--- src/rtl/sreg_pkg.sv ---
package sreg_pkg;
  localparam int BYTE_W     = 8;
  localparam int RES_FIRST  = 3;
  localparam int RES_LAST   = 8;
  localparam int ADDR_STAT  = 9;
  localparam int ADDR_ID0   = 10;
  localparam int ADDR_TOP   = 12;

  // pointer step after an access: last result byte wraps to the first
  function automatic logic [7:0] ptr_step(input logic [7:0] p);
    return (p == 8'(RES_LAST)) ? 8'(RES_FIRST) : p + 8'd1;
  endfunction

  function automatic logic is_result(input logic [7:0] a);
    return (a >= 8'(RES_FIRST)) && (a <= 8'(RES_LAST));
  endfunction

  function automatic logic [2:0] slot_of(input logic [7:0] a);
    logic [7:0] d;
    d = a - 8'(RES_FIRST);
    return d[2:0];
  endfunction

  // identification bytes: 'H', '4', '3'
  function automatic logic [7:0] id_byte(input logic [7:0] a);
    case (a)
      8'd10:   return 8'h48;
      8'd11:   return 8'h34;
      8'd12:   return 8'h33;
      default: return 8'h00;
    endcase
  endfunction
endpackage

--- src/rtl/sreg_pointer.sv ---
module sreg_pointer
  import sreg_pkg::*;
(
  input  logic       clk,
  input  logic       rst_n,
  input  logic       xfer_start,
  input  logic       wr_en,
  input  logic [7:0] wr_data,
  input  logic       rd_en,
  output logic [7:0] ptr,
  output logic       reg_wr,
  output logic       reg_rd
);
  logic addr_phase;

  assign reg_wr = wr_en && !addr_phase;
  assign reg_rd = rd_en && !wr_en;

  always_ff @(posedge clk) begin
    if (!rst_n) begin
      ptr        <= 8'd0;
      addr_phase <= 1'b0;
    end else if (xfer_start) begin
      addr_phase <= 1'b1;
    end else if (wr_en && addr_phase) begin
      ptr        <= wr_data;
      addr_phase <= 1'b0;
    end else if (reg_wr || reg_rd) begin
      ptr        <= ptr_step(ptr);
      addr_phase <= 1'b0;
    end
  end
endmodule

--- src/rtl/sreg_lock.sv ---
module sreg_lock #(
  parameter int SLOTS = 6,
  localparam int IW   = $clog2(SLOTS)
) (
  input  logic          clk,
  input  logic          rst_n,
  input  logic          slot_rd,
  input  logic [IW-1:0] slot_idx,
  input  logic          mode_rd,
  input  logic          lock_clr,
  output logic          lock,
  output logic          full_read
);
  localparam logic [SLOTS-1:0] ALL = '1;
  localparam logic [SLOTS-1:0] ONE = {{(SLOTS-1){1'b0}}, 1'b1};

  logic [SLOTS-1:0] seen, seen_nx;
  logic             mode_hold;

  always_comb begin
    seen_nx   = seen | (slot_rd ? (ONE << slot_idx) : '0);
    full_read = slot_rd && (seen_nx == ALL);
  end

  always_ff @(posedge clk) begin
    if (!rst_n || lock_clr || full_read) begin
      seen      <= '0;
      mode_hold <= 1'b0;
    end else begin
      seen <= seen_nx;
      if (mode_rd) mode_hold <= 1'b1;
    end
  end

  assign lock = (|seen) || mode_hold;
endmodule

--- src/rtl/sreg_results.sv ---
module sreg_results #(
  parameter int W  = 16,
  parameter int CH = 3
) (
  input  logic                 clk,
  input  logic                 rst_n,
  input  logic                 upd_valid,
  input  logic [CH-1:0][W-1:0] upd_val,
  input  logic                 lock,
  output logic                 commit,
  output logic                 pend_valid,
  output logic                 ready,
  output logic [CH-1:0][W-1:0] res
);
  logic [CH-1:0][W-1:0] pend;
  logic                 take_new, take_pend, rdy_arm;

  assign take_new  = upd_valid && !lock;
  assign take_pend = !upd_valid && pend_valid && !lock;
  assign commit    = take_new || take_pend;

  for (genvar c = 0; c < CH; c++) begin : g_ch
    always_ff @(posedge clk) begin
      if (!rst_n) begin
        res[c]  <= '0;
        pend[c] <= '0;
      end else begin
        if (upd_valid && lock) pend[c] <= upd_val[c];
        if (take_new)       res[c] <= upd_val[c];
        else if (take_pend) res[c] <= pend[c];
      end
    end
  end

  always_ff @(posedge clk) begin
    if (!rst_n) begin
      pend_valid <= 1'b0;
      ready      <= 1'b0;
      rdy_arm    <= 1'b0;
    end else begin
      if (upd_valid && lock) pend_valid <= 1'b1;
      else if (commit)       pend_valid <= 1'b0;
      rdy_arm <= commit;
      if (commit)       ready <= 1'b0;
      else if (rdy_arm) ready <= 1'b1;
    end
  end
endmodule

--- src/rtl/sensor_regbank.sv ---
module sensor_regbank
  import sreg_pkg::*;
#(
  parameter int         RES_W     = 16,
  parameter logic [7:0] CFG_A_RST = 8'h10,
  parameter logic [7:0] CFG_B_RST = 8'h20,
  parameter logic [7:0] MODE_RST  = 8'h01,
  localparam int        CH        = 3,
  localparam int        SLOTS     = 2 * CH
) (
  input  logic             clk,
  input  logic             rst_n,
  input  logic             xfer_start,
  input  logic             wr_en,
  input  logic [7:0]       wr_data,
  input  logic             rd_en,
  output logic [7:0]       rd_data,
  input  logic             meas_valid,
  input  logic [RES_W-1:0] meas_x,
  input  logic [RES_W-1:0] meas_y,
  input  logic [RES_W-1:0] meas_z,
  output logic [7:0]       cfg_a,
  output logic [7:0]       cfg_b,
  output logic [7:0]       mode,
  output logic             data_ready,
  output logic             data_lock
);
  localparam logic [7:0] MASK_A    = 8'h7F;
  localparam logic [7:0] MASK_B    = 8'hE0;
  localparam logic [7:0] MASK_MODE = 8'h03;
  localparam logic [7:0] MODE_DONE = 8'h82;

  // event wires, also watched by the checker
  logic [7:0]              ptr;
  logic                    reg_wr, reg_rd, commit, pend_valid, full_read;
  logic                    slot_rd, mode_rd, lock_clr;
  logic [2:0]              slot_idx;
  logic [CH-1:0][RES_W-1:0] res;
  logic [7:0]              rd_mux;

  sreg_pointer u_ptr (
    .clk, .rst_n, .xfer_start, .wr_en, .wr_data, .rd_en,
    .ptr, .reg_wr, .reg_rd
  );

  assign slot_rd  = reg_rd && is_result(ptr);
  assign slot_idx = slot_of(ptr);
  assign mode_rd  = reg_rd && (ptr == 8'd2);
  assign lock_clr = reg_wr && ((ptr == 8'd0) || (ptr == 8'd2));

  sreg_lock #(.SLOTS(SLOTS)) u_lock (
    .clk, .rst_n, .slot_rd, .slot_idx, .mode_rd, .lock_clr,
    .lock(data_lock), .full_read
  );

  // channel order in the bank: X, Z, Y
  sreg_results #(.W(RES_W), .CH(CH)) u_res (
    .clk, .rst_n,
    .upd_valid(meas_valid),
    .upd_val({meas_y, meas_z, meas_x}),
    .lock(data_lock),
    .commit, .pend_valid,
    .ready(data_ready),
    .res
  );

  always_ff @(posedge clk) begin
    if (!rst_n) begin
      cfg_a <= CFG_A_RST;
      cfg_b <= CFG_B_RST;
      mode  <= MODE_RST;
    end else begin
      if (reg_wr && ptr == 8'd0) cfg_a <= wr_data & MASK_A;
      if (reg_wr && ptr == 8'd1) cfg_b <= wr_data & MASK_B;
      if (reg_wr && ptr == 8'd2) mode <= wr_data & MASK_MODE;
      else if (commit && mode[1:0] == 2'b01) mode <= MODE_DONE;
    end
  end

  always_comb begin
    logic [RES_W-1:0] word;
    word   = res[slot_idx[2:1]];
    rd_mux = 8'h00;
    if (ptr == 8'd0)                    rd_mux = cfg_a;
    else if (ptr == 8'd1)               rd_mux = cfg_b;
    else if (ptr == 8'd2)               rd_mux = mode;
    else if (is_result(ptr))            rd_mux = slot_idx[0] ? word[7:0] : word[15:8];
    else if (ptr == 8'(ADDR_STAT))      rd_mux = {6'b0, data_lock, data_ready};
    else if (ptr >= 8'(ADDR_ID0) && ptr <= 8'(ADDR_TOP)) rd_mux = id_byte(ptr);
  end

  always_ff @(posedge clk) begin
    if (!rst_n)      rd_data <= 8'h00;
    else if (reg_rd) rd_data <= rd_mux;
  end
endmodule

--- config.mk ---
export PLATFORM = sky130hd
export DESIGN_NAME = sensor_regbank
export DESIGN_NICKNAME = d
export VERILOG_FILES = /design/src/rtl/sreg_pkg.sv /design/src/rtl/sreg_pointer.sv /design/src/rtl/sreg_lock.sv /design/src/rtl/sreg_results.sv /design/src/rtl/sensor_regbank.sv
export SDC_FILE = /design/constraint.sdc
export NUM_CORES = 1
export LEC_CHECK = 0
export ABC_AREA = 1
export BUFFER_PORTS_ARGS = -buffer_cell sky130_fd_sc_hd__buf_2
export CORE_MARGIN = 10
export CORE_UTILIZATION = 31
export CTS_CLUSTER_SIZE = 16
export DETAILED_ROUTE_END_ITERATION = 10
export GPL_TIMING_DRIVEN = 0
export SETUP_SLACK_MARGIN = 0.02
export SLEW_MARGIN = 40
export SYNTH_ARGS = -nofsm -noshare
export SYNTH_HDL_FRONTEND = slang
export SYNTH_HIERARCHICAL = 1
export SYNTH_SLANG_ARGS = --single-unit
--- constraint.sdc ---
create_clock -name clk -period 2.49 [get_ports clk]
set_input_delay 0.3735 -clock clk [delete_from_list [all_inputs] [get_ports clk]]
set_output_delay 0.3735 -clock clk [all_outputs]
set_load 0.02 [all_outputs]
==> results.py, run 1 <==
metrics = {
    "sta": {
        "slew_violations": 0,
        "hold_viol_final": 0,
        "skew_ps": 7.01,
        "setup_viol": 0,
        "rsz0062_at_grt": "no",
        "hold_ws_ps": 188,
        "max-slew-margin-rel_pct": 64.0,
        "worst_slew_pin_slew_ps": 539,
        "period_needed_ps": 2310,
        "fmax_mhz": 433,
        "fin_crit_sh_pct": 92.8,
    },
    "floorplanning": {
        "die_w_um": 170,
        "ios": 96,
        "die_height_um": 170,
        "die-area_mm2": 0.0290,
        "core-area_mm2": 0.0220,
        "start_util_pct": 31.7,
        "num_rows": 54,
    },
    "setup_path": {
        "path_delay_family": "buffers and inverters",
        "crit_path_top_delay_cell": "dfxtp_4",
        "crit_chain": "clkinv_4 -> ha_2 -> buf_2 -> buf_2 -> nor2_1 -> o21ai_2 -> inv_2 -> o21ai_1 -> nand3_1 -> nand2_1 -> nand2_1 -> a21oi_1",
        "worstPathRequired_ps": 2850,
        "critPathBufInv": 4,
        "critPathMaxStageDelay_ps": 420,
        "worst-path-max-fanout": 15,
        "critical_path_arrival_ps": 2680,
        "worstSetupEndpointType": "flip-flop",
        "crit_type": "flip-flop to flip-flop",
        "crit_path_start_kind": "flip-flop",
    },
    "routing": {
        "wl_per_cell_um": 14.1,
        "drtAntennaViolNets": 0,
        "drt-initial-drc-count": 534,
        "finalWirelength_mm": 21.1,
        "drtPass1Iterations": 7,
        "drcViolationCount": 0,
        "vias_per_cell": 4.70,
        "num_vias": 7023,
    },
    "clock_network": {
        "cts_tree": "yes",
        "cts_buffers": 17,
        "clk_path_buf_depth": 2,
        "cts_max_level": 4,
        "cts_sinks": 136,
        "clockRootBuffer": "clkbuf_16",
        "cts.clk_slew.worst_paths_ps": 60,
        "worst_skew_pair.late_latency_ps": 430,
    },
    "synth": {
        "avgSynthCellArea_um2": 6.43,
        "yosys_warnings": 6,
        "syn_area_mm2": 0.00699,
        "syn_inst": 1087,
    },
    "global_route": {
        "grt_pass1_vias": 6884,
        "antenna_found_initial": 0,
        "grt_max_degree": 17,
        "grt.total_usage_pct": 14.8,
        "grt_pass1_wl_mm": 34.7,
        "grt-ovfl-total": 0,
    },
    "placement": {
        "placed_cells": 1460,
        "hpwlAfterDp_mm": 15.9,
        "io_buffers": 83,
        "gp_congestion": 0.878,
        "placed_area_mm2": 0.00779,
    },
    "pwr": {
        "peakVddDrop_mv": 0.413,
        "leakage_nw": 4.06,
        "finalPower_mw": 5.95,
        "p_per_area_mw_per_mm2": 707,
    },
    "run": {
        "maxCapViolations": 0,
    },
    "finish": {
        "stdcell_count": 1494,
        "layout-drive-gt1-share_pct": 17.4,
        "final_common_cell": "nand2_1",
        "antenna_cells": 0,
        "area_growth_pct": 20.4,
        "layout_common_cells": "nand2_1 (320), nor2_1 (181), dfxtp_1 (133)",
        "fin_area_mm2": 0.00841,
        "nNetsFinal": 1270,
    },
    "status": {
        "status": "finished, final reports clean",
    },
    "min_path": {
        "min_path_type": "input pin to flip-flop",
    },
}
==> layer usage <==
| metal | vias to the layer above | routed length, um | GRT usage, % |
|---|---|---|---|
| met1 | 3145 | 10200 | 19.2 |
| met4 | 0 | 278 | 5.15 |
| met3 | 23 | 1240 | 3.35 |
| li1 | 3660 | - | - |
| met5 | - | 0 | 0 |
| met2 | 195 | 9360 | 23.4 |
==> cell type report <==
class                      instances  area, um^2
buffer                            71         438
timing repair buffer              86         438
sequential                       136        2730
tap                              280         350
fill                            2428       13600
clock buffer                      20         457
multi-input combinational        814        3590
clock inverter                    11         124
inverter                          76         290
==> worst paths after layout <==
| kind | from | endpoint | slack [ps] | depth (start not counted) |
|---|---|---|---|---|
| worst max-delay path | u_ptr/ptr[0] | rd_data[7] | 180 | 12 |
| worst min-delay path | wr_data[4] | cfg_a[4] | 190 | 3 |
| worst max register to register | u_ptr/ptr[0] | rd_data[7] | 180 | 12 |
| worst min register to register | u_res/rdy_arm | u_res/ready | 470 | 2 |
==> power breakdown <==
group	total, mW	internal [mW]	leakage (nW)	switching, mW
Combinational	1.05	0.367	2.68	0.679
Clock	2.51	1.52	0.278	0.990
Sequential	2.39	2.29	1.11	0.0984
Total	5.95	4.18	4.06	1.77
==> metrics by stage <==
stage | setup WS, ps | utilization, % | TNS [ps]
2_1_floorplan | 230 | - | 0
3_3_place_gp | -360 | 35.4 | -2610
3_5_place_dp | -392 | 35.4 | -3380
4_1_cts | 67.0 | 38.0 | 0
5_1_grt | 24.1 | 38.2 | 0
6_report | 178 | 38.2 | 0
==> registers in the layout, summed over array words and instances, names as in the netlist <==
signal / flops
u_ptr/addr_phase: 1
u_res/ready: 1
rd_data: 8
u_res/pend_valid: 1
u_res/res: 48
u_ptr/ptr: 8
cfg_a: 7
mode: 3
u_lock/seen: 6
u_res/rdy_arm: 1
u_lock/mode_hold: 1
u_res/pend: 48
cfg_b: 3
==> timing repair <==
action	CTS	global route
pin swaps	0	1
endpoints found under the setup margin	15	16
gates resized for setup	3	5
hold buffers	0	0
buffers inserted	0	3
==> worst reg2reg max path, delay by kind of cell (launching register included) <==
kind                     cells  cell delay, ps
AND/OR/NAND/NOR              4             370
buffers and inverters        4             600
AO/OA/AOI/OAI                3             440
flip-flops                   1             420
adder cells (fa/ha/maj)      1             410
Power figures use the tool's default switching activity.
==> run 2: changes to the inputs <==
--- a/config.mk
+++ b/config.mk
@@ -7,11 +7,14 @@
 export LEC_CHECK = 0
 export ABC_AREA = 1
 export BUFFER_PORTS_ARGS = -buffer_cell sky130_fd_sc_hd__buf_2
+export CELL_PAD_IN_SITES_DETAIL_PLACEMENT = 2
+export CELL_PAD_IN_SITES_GLOBAL_PLACEMENT = 2
 export CORE_MARGIN = 10
 export CORE_UTILIZATION = 31
 export CTS_CLUSTER_SIZE = 16
 export DETAILED_ROUTE_END_ITERATION = 10
 export GPL_TIMING_DRIVEN = 0
+export PLACE_DENSITY_LB_ADDON = 0.1
 export SETUP_SLACK_MARGIN = 0.02
 export SLEW_MARGIN = 40
 export SYNTH_ARGS = -nofsm -noshare
==> constraint.sdc (replaced) <==
create_clock -name clk -period 2.49 [get_ports clk]
set_input_delay 0.1245 -clock clk [delete_from_list [all_inputs] [get_ports clk]]
set_output_delay 0.1245 -clock clk [all_outputs]
set_load 0.02 [all_outputs]
==> run 2 against run 1 <==
Sequential power hardly changed. Register-to-register slack improved by 80 ps. Wire length increased by 31%. Worst setup slack improved by 80 ps. Highest routed layer unchanged.
==> results.py, run 2 (synthesis gave the netlist of run 1 again) <==
metrics = {
    "status": {
        "status": "finished, final reports clean",
    },
    "routing": {
        "finalWirelength_mm": 27.6,
        "wl_per_cell_um": 17.8,
        "vias_per_cell": 4.85,
        "wl_met3_um": 690,
        "top_layer": "met4",
        "drcViolationCount": 0,
        "drt-met1-wl_mm": 12.6,
        "wl_met2_mm": 14.1,
        "drtAntennaViolNets": 0,
        "drt-initial-drc-count": 247,
        "num_vias": 7530,
        "drtPass1Iterations": 4,
    },
    "finish": {
        "antenna_cells": 0,
        "layout-drive-gt1-share_pct": 17.1,
        "nNetsFinal": 1326,
        "fill_cells": 2697,
        "multi_input_area_mm2": 0.00361,
        "final_common_cell": "nand2_1",
        "fin_area_mm2": 0.00898,
        "seq_area_mm2": 0.00273,
        "area_growth_pct": 28.4,
        "reg.largest.list": "u_res/pend: 48 flops, u_res/res: 48 flops",
        "layout_common_cells": "nand2_1 (320), nor2_1 (181), dfxtp_1 (132)",
    },
    "setup_path": {
        "reg2reg_from": "u_ptr/ptr[0]",
        "worstSetupEndpointType": "flip-flop",
        "crit_path_start_kind": "flip-flop",
        "crit_type": "flip-flop to flip-flop",
        "critical_path_arrival_ps": 2550,
        "setup.worst_path.end": "u_lock/seen[1]",
        "worstPathRequired_ps": 2810,
        "rrSetupSlack_ps": 260,
        "worst-path-max-fanout": 15,
        "worstSetupStartpoint": "u_ptr/ptr[0]",
        "rr_endpoint": "u_lock/seen[1]",
        "ff2ff_path_depth": 17,
    },
    "floorplanning": {
        "start_util_pct": 31.7,
        "die_w_um": 170,
        "ios": 96,
        "die-area_mm2": 0.0290,
        "die_height_um": 170,
        "num_rows": 54,
        "core-area_mm2": 0.0220,
    },
    "placement": {
        "hpwlAfterDp_mm": 20.0,
        "io_buffers": 83,
        "placed_area_mm2": 0.00779,
        "gp_congestion": 0.797,
    },
    "sta": {
        "skew_ps": 13.8,
        "max-slew-margin-rel_pct": 56.7,
        "setup_viol": 0,
        "fmax_mhz": 448,
        "fin_crit_sh_pct": 89.6,
        "slew_violations": 0,
        "period_needed_ps": 2230,
        "worst_slew_pin_slew_ps": 648,
        "rsz0062_at_grt": "no",
        "hold_viol_final": 0,
        "hold_ws_ps": 13.4,
    },
    "pwr": {
        "leakage_nw": 4.30,
        "p_per_area_mw_per_mm2": 673,
        "peakVddDrop_mv": 0.385,
    },
    "global_route": {
        "antenna_found_initial": 0,
        "grt_pass1_vias": 8300,
        "grt.total_usage_pct": 19.5,
        "grt-ovfl-total": 0,
        "grt_pass1_wl_mm": 44.8,
        "grt_max_degree": 17,
    },
    "clock_network": {
        "cts_max_level": 4,
        "cts_buffers": 17,
        "cts_tree": "yes",
        "cts.clk_slew.worst_paths_ps": 70,
        "worst_skew_pair.late_latency_ps": 430,
        "clk_path_buf_depth": 2,
        "clockRootBuffer": "clkbuf_16",
        "cts_sinks": 136,
    },
    "min_path": {
        "min_path_type": "input pin to flip-flop",
    },
    "run": {
        "maxCapViolations": 0,
    },
}
## run 2: cell count changes in the layout (fill, tap and decap cells not counted), sizes merged
cell,previous run,this run
dlygate4sd3,0,54
buf,136,138
clkbuf,41,40
inv,75,77
bufinv,2,1
clkinv,7,10
clkinvlp,3,1
## run 2: per-stage QoR
step	TNS (ps)	worst slack (ps)	instances	power, mW	utilization, %
CTS	0	20.9	1549	6.09	40.5
global placement	-5430	-513	1460	3.51	35.4
detailed placement	-6470	-578	1460	3.54	35.4
global route	0	45.1	1551	6.37	40.8
finish	0	258	1551	6.04	40.8
floorplan	0	230	1097	3.14	-
## run 2: repair_timing
action / in CTS / in global routing
pin swaps: 1 / 1
gates resized for setup: 7 / 9
hold buffers: 54 / 0
endpoints found under the hold margin: 56 / 0
setup buffers: 3 / 3
endpoints found under the setup margin: 36 / 26
## run 2: worst min path at each step
stage	startpoint	end	cells past startpoint
floorplan	wr_data[5]	cfg_b[5]	2
finish	meas_x[11]	u_res/pend[11]	3
global placement	wr_data[2]	cfg_a[2]	3
detailed placement	wr_data[2]	cfg_a[2]	3
CTS	meas_x[11]	u_res/pend[11]	3
global route	meas_z[7]	u_res/pend[23]	3
## run 2: critical path, stage by stage, from the launching register on
cell and delay (ps):
dfxtp_4 390, clkinv_4 140, ha_4 160, inv_1 60, nand2_1 60, nand2_1 80
nor2_4 200, inv_2 110, nor2_4 130, inv_2 50, nor2_2 120, nand2_1 70
nand2_1 70, nand2_1 60, nor2_1 130, nand2_1 110, nand2_4 110, nor2_1 50
## run 2: routing by layer
metal,vias to the layer above,track usage (%)
li1,3771,-
met1,3662,23.5
met2,77,35.2
met3,20,3.61
met4,0,4.46
met5,-,0
## run 2: area by class of cell
| type | instances | area share [%] |
|---|---|---|
| plain buffers | 70 | 4.84 |
| clock buffers | 19 | 4.82 |
| clock inverters | 13 | 1.37 |
| inverters | 76 | 3.23 |
| multi-input cells | 814 | 40.3 |
| flip-flops and latches | 136 | 30.4 |
| well taps | 280 | 3.90 |
| repair buffers | 143 | 11.2 |
## run 2: where the power goes
group | switching [mW] | internal, mW | total (mW)
clock | 1.06 | 1.38 | 2.44
combinational | 0.764 | 0.435 | 1.20
sequential | 0.101 | 2.29 | 2.39
total | 1.93 | 4.11 | 6.04
